## config.mk

```make
export PLATFORM = sky130hd
export DESIGN_NAME = serial_port_ahb
export DESIGN_NICKNAME = d
export VERILOG_FILES = /design/src/rtl/sp_pkg.sv /design/src/rtl/sp_ahb_regs.sv /design/src/rtl/sp_tx.sv /design/src/rtl/sp_rx.sv /design/src/rtl/serial_port_ahb.sv
export SDC_FILE = /design/constraint.sdc
export NUM_CORES = 1
export LEC_CHECK = 0
export BUFFER_PORTS_ARGS = -buffer_cell sky130_fd_sc_hd__buf_2
export CORE_ASPECT_RATIO = 2
export CORE_MARGIN = 2
export CORE_UTILIZATION = 38
export DETAILED_ROUTE_END_ITERATION = 10
export GPL_TIMING_DRIVEN = 0
export PLACE_DENSITY = 0.55
export RECOVER_POWER = 50
export SLEW_MARGIN = 20
export SYNTH_ARGS = -nofsm -noshare
export SYNTH_HDL_FRONTEND = slang
export SYNTH_SLANG_ARGS = --single-unit
```

## constraint.sdc

```tcl
create_clock -name clk -period 7.2 [get_ports clk]
set_input_delay 0 -clock clk [delete_from_list [all_inputs] [get_ports clk]]
set_output_delay 0 -clock clk [all_outputs]
set_load 0.05 [all_outputs]
```

## src/rtl/sp_pkg.sv

```systemverilog
package sp_pkg;
    localparam int CHAR_W     = 8;
    localparam int CNT_W      = $clog2(CHAR_W);
    localparam int OFF_DATA   = 0;
    localparam int OFF_CTRL   = 1;
    localparam int OFF_SCALER = 2;
    localparam int OFF_STATUS = 1;
    localparam int ST_AVAIL   = 0;
    localparam int ST_SEND    = 1;
    localparam int ST_RECV    = 2;
    localparam logic [1:0] HTRANS_NONSEQ = 2'b10;

    typedef enum logic [1:0] {TX_IDLE, TX_START, TX_DATA, TX_STOP} tx_state_t;
    typedef enum logic [2:0] {RX_IDLE, RX_START, RX_DATA, RX_STOP, RX_BREAK} rx_state_t;
endpackage

```

## src/rtl/sp_ahb_regs.sv

```systemverilog
module sp_ahb_regs
    import sp_pkg::*;
#(
    parameter int ADDR_W     = 4,
    parameter int DATA_W     = 32,
    parameter int SCALER_W   = 16,
    parameter int DEF_SCALER = 8
) (
    input  logic                clk,
    input  logic                rst_n,
    input  logic                hsel,
    input  logic [ADDR_W-1:0]   haddr,
    input  logic [1:0]          htrans,
    input  logic                hwrite,
    input  logic [DATA_W-1:0]   hwdata,
    output logic [DATA_W-1:0]   hrdata,
    input  logic                tx_busy,
    input  logic                rx_busy,
    input  logic                rx_avail,
    input  logic [CHAR_W-1:0]   rx_byte,
    output logic                tx_start,
    output logic [CHAR_W-1:0]   tx_byte,
    output logic [SCALER_W-1:0] scaler,
    output logic                rd_clear
);
    logic              dp_valid_q;
    logic              dp_write_q;
    logic [ADDR_W-1:0] dp_off_q;
    logic              wr_go, rd_go, scaler_ok;

    // address phase capture
    always_ff @(posedge clk or negedge rst_n) begin
        if (!rst_n) begin
            dp_valid_q <= 1'b0;
            dp_write_q <= 1'b0;
            dp_off_q   <= '0;
        end else begin
            dp_valid_q <= hsel && (htrans == HTRANS_NONSEQ);
            dp_write_q <= hwrite;
            dp_off_q   <= haddr;
        end
    end

    assign wr_go     = dp_valid_q && dp_write_q;
    assign rd_go     = dp_valid_q && !dp_write_q;
    assign scaler_ok = (hwdata != '0) && ((hwdata >> SCALER_W) == '0);

    always_comb begin
        tx_start = 1'b0;
        if (wr_go && !tx_busy && dp_off_q == ADDR_W'(OFF_DATA))
            tx_start = 1'b1;
    end
    assign tx_byte  = hwdata[CHAR_W-1:0];
    assign rd_clear = rd_go && (dp_off_q == ADDR_W'(OFF_DATA));

    always_ff @(posedge clk or negedge rst_n) begin
        if (!rst_n)
            scaler <= SCALER_W'(DEF_SCALER);
        else if (wr_go && dp_off_q == ADDR_W'(OFF_SCALER) && scaler_ok)
            scaler <= hwdata[SCALER_W-1:0];
    end

    // data phase read mux; control offset (OFF_CTRL) is write-only with no effect
    always_comb begin
        hrdata = '0;
        if (rd_go) begin
            if (dp_off_q == ADDR_W'(OFF_DATA)) begin
                hrdata[CHAR_W-1:0] = rx_byte;
            end else if (dp_off_q == ADDR_W'(OFF_STATUS)) begin
                hrdata[ST_AVAIL] = rx_avail;
                hrdata[ST_SEND]  = tx_busy;
                hrdata[ST_RECV]  = rx_busy;
            end
        end
    end
endmodule

```

## src/rtl/sp_tx.sv

```systemverilog
module sp_tx
    import sp_pkg::*;
#(
    parameter int SCALER_W = 16
) (
    input  logic                clk,
    input  logic                rst_n,
    input  logic                start,
    input  logic [CHAR_W-1:0]   byte_in,
    input  logic [SCALER_W-1:0] scaler,
    output logic                busy,
    output logic                txd
);
    tx_state_t           st_q, st_d;
    logic [SCALER_W-1:0] timer_q, len_q;
    logic [CNT_W-1:0]    bits_q;
    logic [CHAR_W-1:0]   sh_q;
    logic                tick;

    assign tick = (timer_q == '0);

    always_ff @(posedge clk or negedge rst_n) begin
        if (!rst_n) st_q <= TX_IDLE;
        else        st_q <= st_d;
    end

    always_comb begin
        st_d = st_q;
        unique case (st_q)
            TX_IDLE:  if (start) st_d = TX_START;
            TX_START: if (tick) st_d = TX_DATA;
            TX_DATA:  if (tick && bits_q == CNT_W'(CHAR_W-1)) st_d = TX_STOP;
            TX_STOP:  if (tick) st_d = TX_IDLE;
            default:  st_d = TX_IDLE;
        endcase
    end

    always_ff @(posedge clk or negedge rst_n) begin
        if (!rst_n) begin
            timer_q <= '0;
            len_q   <= '0;
            bits_q  <= '0;
            sh_q    <= '0;
        end else if (st_q == TX_IDLE) begin
            if (start) begin
                sh_q    <= byte_in;
                len_q   <= scaler;
                timer_q <= scaler - 1'b1;
                bits_q  <= '0;
            end
        end else if (tick) begin
            timer_q <= len_q - 1'b1;
            if (st_q == TX_DATA) begin
                sh_q   <= sh_q >> 1;
                bits_q <= bits_q + 1'b1;
            end
        end else begin
            timer_q <= timer_q - 1'b1;
        end
    end

    always_comb begin
        busy = (st_q != TX_IDLE);
        unique case (st_q)
            TX_START: txd = 1'b0;
            TX_DATA:  txd = sh_q[0];
            default:  txd = 1'b1;
        endcase
    end
endmodule

```

## src/rtl/sp_rx.sv

```systemverilog
module sp_rx
    import sp_pkg::*;
#(
    parameter int SCALER_W = 16
) (
    input  logic                clk,
    input  logic                rst_n,
    input  logic                rxd,
    input  logic [SCALER_W-1:0] scaler,
    input  logic                clear,
    output logic                busy,
    output logic                avail,
    output logic [CHAR_W-1:0]   data_out
);
    rx_state_t           st_q, st_d;
    logic                s1_q, s2_q;
    logic [SCALER_W-1:0] timer_q, len_q;
    logic [CNT_W-1:0]    bits_q;
    logic [CHAR_W-1:0]   sh_q;
    logic                tick, got_char;

    assign tick     = (timer_q == '0);
    assign got_char = (st_q == RX_STOP) && tick && s2_q;

    always_ff @(posedge clk or negedge rst_n) begin
        if (!rst_n) begin
            s1_q <= 1'b1;
            s2_q <= 1'b1;
        end else begin
            s1_q <= rxd;
            s2_q <= s1_q;
        end
    end

    always_ff @(posedge clk or negedge rst_n) begin
        if (!rst_n) st_q <= RX_IDLE;
        else        st_q <= st_d;
    end

    always_comb begin
        st_d = st_q;
        unique case (st_q)
            RX_IDLE:  if (!s2_q) st_d = RX_START;
            RX_START: if (tick) st_d = s2_q ? RX_IDLE : RX_DATA;
            RX_DATA:  if (tick && bits_q == CNT_W'(CHAR_W-1)) st_d = RX_STOP;
            RX_STOP:  if (tick) st_d = s2_q ? RX_IDLE : RX_BREAK;
            RX_BREAK: if (s2_q) st_d = RX_IDLE;
            default:  st_d = RX_IDLE;
        endcase
    end

    always_ff @(posedge clk or negedge rst_n) begin
        if (!rst_n) begin
            timer_q <= '0;
            len_q   <= '0;
            bits_q  <= '0;
            sh_q    <= '0;
        end else begin
            unique case (st_q)
                RX_IDLE: begin
                    len_q   <= scaler;
                    timer_q <= (scaler - 1'b1) >> 1;
                    bits_q  <= '0;
                end
                RX_START, RX_STOP: begin
                    if (tick) timer_q <= len_q - 1'b1;
                    else      timer_q <= timer_q - 1'b1;
                end
                RX_DATA: begin
                    if (tick) begin
                        timer_q <= len_q - 1'b1;
                        sh_q    <= {s2_q, sh_q[CHAR_W-1:1]};
                        bits_q  <= bits_q + 1'b1;
                    end else begin
                        timer_q <= timer_q - 1'b1;
                    end
                end
                default: timer_q <= timer_q;
            endcase
        end
    end

    always_ff @(posedge clk or negedge rst_n) begin
        if (!rst_n) begin
            avail    <= 1'b0;
            data_out <= '0;
        end else if (got_char) begin
            avail    <= 1'b1;
            data_out <= sh_q;
        end else if (clear) begin
            avail    <= 1'b0;
        end
    end

    always_comb begin
        unique case (st_q)
            RX_START, RX_DATA, RX_STOP: busy = 1'b1;
            default:                    busy = 1'b0;
        endcase
    end
endmodule

```

## src/rtl/serial_port_ahb.sv

```systemverilog
module serial_port_ahb
    import sp_pkg::*;
#(
    parameter int ADDR_W     = 4,
    parameter int DATA_W     = 32,
    parameter int SCALER_W   = 16,
    parameter int DEF_SCALER = 8
) (
    input  logic              clk,
    input  logic              rst_n,
    input  logic              hsel,
    input  logic [ADDR_W-1:0] haddr,
    input  logic [1:0]        htrans,
    input  logic              hwrite,
    input  logic [DATA_W-1:0] hwdata,
    output logic [DATA_W-1:0] hrdata,
    output logic              hready,
    output logic              hresp,
    output logic              txd,
    input  logic              rxd
);
    logic                tx_busy, tx_start, rx_busy, rx_avail, rd_clear;
    logic [CHAR_W-1:0]   tx_byte, rx_byte;
    logic [SCALER_W-1:0] scaler;

    assign hready = 1'b1;
    assign hresp  = 1'b0;

    sp_ahb_regs #(
        .ADDR_W(ADDR_W), .DATA_W(DATA_W),
        .SCALER_W(SCALER_W), .DEF_SCALER(DEF_SCALER)
    ) u_regs (
        .clk(clk), .rst_n(rst_n), .hsel(hsel), .haddr(haddr), .htrans(htrans),
        .hwrite(hwrite), .hwdata(hwdata), .hrdata(hrdata),
        .tx_busy(tx_busy), .rx_busy(rx_busy), .rx_avail(rx_avail), .rx_byte(rx_byte),
        .tx_start(tx_start), .tx_byte(tx_byte), .scaler(scaler), .rd_clear(rd_clear)
    );

    sp_tx #(.SCALER_W(SCALER_W)) u_tx (
        .clk(clk), .rst_n(rst_n), .start(tx_start), .byte_in(tx_byte),
        .scaler(scaler), .busy(tx_busy), .txd(txd)
    );

    sp_rx #(.SCALER_W(SCALER_W)) u_rx (
        .clk(clk), .rst_n(rst_n), .rxd(rxd), .scaler(scaler), .clear(rd_clear),
        .busy(rx_busy), .avail(rx_avail), .data_out(rx_byte)
    );
endmodule

```

==> reports/qor.csv <==
stage,metric,value,unit
logic_synthesis,synth warn,0,
detailed_routing,detailed-route DRC error count,0,
placed_design,GP Congestion,0.970,
critical_path,endpoint type of the worst setup path,register,
timing,post-route setup TNS,0,ns
die,Initial Util,38.8,%
placed_design,Place WS,3.44,ns
power_and_ir_drop,maximum ir drop on the vdd rail,0.235,mV
clock_network,Root Buffer,clkbuf_16,
die,Die Height,195,um
timing,min Tclk post-route,3.83,ns
clock_network,clock buffer depth,2,
clock_network,register clock-pin slew on the reported worst setup and hold paths,0.06,ns
die,die extent in x,99.3,um
job,max-cap viol count,1,
die,IO Count,78,
timing,Final Skew,0.00974,ns
detailed_routing,routed via count,5908,
critical_path,Worst EP arrival,4.14,ns
logic_synthesis,fraction of registers with async set or reset after synthesis,100,%
clock_network,clock latency on the worst-skew pair,0.42,ns
detailed_routing,WL/cell,19.4,um
layout,share of cells above drive strength 1,21.4,%
global_route,initial antenna violation count,0,
die,die area,0.0193,mm2
logic_synthesis,"count leader, synth",dfrtp_1,
detailed_routing,DR pass1 iterations,5,
die,core area,0.0178,mm2
timing,Fin. Hold Viols,0,
clock_network,post-CTS sizing,0,
logic_synthesis,Most used DFF post-synth,dfrtp_1,
critical_path,crit path kind,reg -> reg,
logic_synthesis,count of cell types in the netlist,74,
timing,RSZ-0062 raised after global routing,false,
run_status,failing checks,"capacitance limit, slew limit",
global_route,GRT Overall Usage,21.6,%
power_and_ir_drop,power per cell area,262,mW/mm2
critical_path,worst-path fanout max,10,
critical_path,flop-to-flop setup slack,3.37,ns
critical_path,Worst setup SP type,register,
layout,multi-input logic area,0.00351,mm2
timing,Max Slew Vio Count,43,
placed_design,placed cell count,1000,
detailed_routing,ANT nets after route,0,
global_route,global-route wire length before repair,32000,um
logic_synthesis,ranking of synthesized cells by area,"dfrtp_1 (44%), mux2_2 (7.0%), nand2_1 (4.8%)",
global_route,largest net degree at the start of global routing,83,
die,# rows,69,
logic_synthesis,Synth Cell Area,0.00690,mm2
logic_synthesis,post-synthesis cell count,711,
logic_synthesis,Commonest cells post-synth,"dfrtp_1 (121), nand2_1 (89), nor2_1 (51), mux2_2 (43), a21oi_1 (41)",
clock_network,CTS Buf Count,17,
placed_design,PortBufs,51,
timing,Worst slew margin,-69.3,%
detailed_routing,Starting DRT DRC Count,318,
logic_synthesis,Mean Syn Cell Area,9.71,um2
run_status,run status,finished with violations,
layout,P&R area growth vs syn,21.3,%
layout,final instance area,0.00837,mm2
timing,FMAX,261,MHz
logic_synthesis,Post-synth EDFFs,0,
layout,final net count,885,
global_route,GRT overflow,0,
layout,diode count,0,
detailed_routing,routed wire length,20400,um
logic_synthesis,sequential element share of the synthesized area,45.0,%
placed_design,hpwl dp,15300,um
critical_path,CP Data Required Time,7.52,ns
logic_synthesis,Synth area leader,dfrtp_1,
logic_synthesis,#FFs+latches synth,124,
clock_network,Post CTS Setup Buffer Count,0,
power_and_ir_drop,Leak,3.84,nW
layout,sequential cell area,0.00311,mm2
timing,worst setup margin,3.37,ns
global_route,number of global-route vias before repair,5990,
clock_network,Post-CTS Hold Buffers,25,
placed_design,Area after DPL,0.00755,mm2
worst_hold_path,HP Class,in -> reg,
layout,FILL cells,1667,
clock_network,CTS tree,built,
logic_synthesis,top-area cell type share of the netlist area,43.9,%
timing,fin crit share,53.1,%
detailed_routing,number of vias per cell,5.59,
power_and_ir_drop,total power,0.00219,W
timing,# setup viols final,0,
clock_network,CTS sink cnt,124,
layout,Final Non-Filler Cells,1056,
timing,Worst Tran Pin Value,2.54,ns
clock_network,H-tree Lvls,4,
-- power breakdown --
part           switching [W]  internal, W
logic               0.000325     0.000200
registers          0.0000670     0.000760
clock network       0.000310     0.000533
-- sequential cells by signal, summed over array words and instances, names as in the netlist, 2 cells and up --
register,count
u_regs.scaler,16
u_rx.len_q,16
u_rx.timer_q,16
u_tx.len_q,16
u_tx.timer_q,16
u_rx.data_out,8
u_rx.sh_q,8
u_tx.sh_q,8
u_regs.dp_off_q,4
u_rx.bits_q,3
u_rx.st_q,3
u_tx.bits_q,3
u_tx.st_q,2
-- metrics by stage --
stage                     hold slack [ns]  util (%)
after floorplan                    -0.296         -
after global placement              0.105      42.3
after detailed placement          -0.0447      42.4
after CTS                          0.0850      47.1
after global routing                0.171      47.1
final                               0.140      47.1
-- cells in the final DEF, fill, tap and decap left out, types with 5 or more instances in the layout --
cell           count
nor2_1            51
nor3_1            29
conb_1            26
clkbuf_1          32
and2_1             9
o211ai_1           6
ha_1              11
clkbuf_16         17
inv_1             11
o21ai_0           31
nand3_1           13
buf_2             53
xor2_1            17
xnor2_1           11
or2_2              8
buf_4             26
nand2_1           89
mux2i_1           20
dlygate4sd3_1     25
dfrtp_1          121
a21oi_1           41
nand4_1            6
mux2_2            43
a31oi_1           13
nand2b_1           5
or4_1              5
or3_1              8
nor4_1            15
a211oi_1           8
-- per-layer routing --
layer,track usage [%],vias to the layer above,routed length (um)
met2,39.3,215,11200
li1,-,2759,-
met3,3.78,64,677
met1,21.7,2870,7230
met5,0,-,0
met4,15.0,0,1360
-- final cells by class --
type	instances	area share, %
Inverter	11	0.493
Timing Repair Buffer	77	6.35
Buffer	59	4.12
Clock buffer	24	5.75
Sequential cell	124	37.1
Multi-Input combinational cell	541	41.9
Clock inverter	7	1.09
Tap cell	213	3.18
-- worst paths after layout --
| check | start | to | depth (start not counted) |
|---|---|---|---|
| worst max-delay path | u_rx.timer_q[11]$_DFFE_PN0P_ | u_rx.timer_q[14]$_DFFE_PN0P_ | 12 |
| worst min-delay path | hwdata[27] | u_regs.scaler[5]$_DFFE_PN0P_ | 5 |
| worst max register to register | u_rx.timer_q[11]$_DFFE_PN0P_ | u_rx.timer_q[14]$_DFFE_PN0P_ | 12 |
| worst min register to register | u_rx.s1_q$_DFF_PN1_ | u_rx.s2_q$_DFF_PN1_ | 0 |
| max in group asynchronous | rst_n | u_rx.len_q[0]$_DFFE_PN0P_ | 2 |
| min in group asynchronous | rst_n | u_tx.bits_q[2]$_DFFE_PN0P_ | 2 |
-- cell families (layout without fill, tap and decap cells) --
kind of cell,count (synthesis),after routing,share of synthesized area (%)
muxes,64,64,10.1
adders and majority gates,11,11,1.99
AOI/OAI and AO/OA,151,151,14.8
xor gates and xnor gates,28,28,3.55
buffers and inverters,70,178,5.60
and+or+nand+nor,261,261,18.9
DFF,124,124,45.0
other,2,26,0.109
-- worst max-delay path: stages, from the launching register on --
cell	delay (ns)
dfrtp_1	0.42
nor3_1	0.44
nand4_1	0.39
nor2_4	0.39
clkbuf_1	0.51
a21oi_1	0.18
ha_1	0.24
or3b_2	0.23
nor2_1	0.05
o31ai_1	0.16
nor4_1	0.17
xor2_1	0.19
a222oi_1	0.30
(Power assumes the default switching activity.)
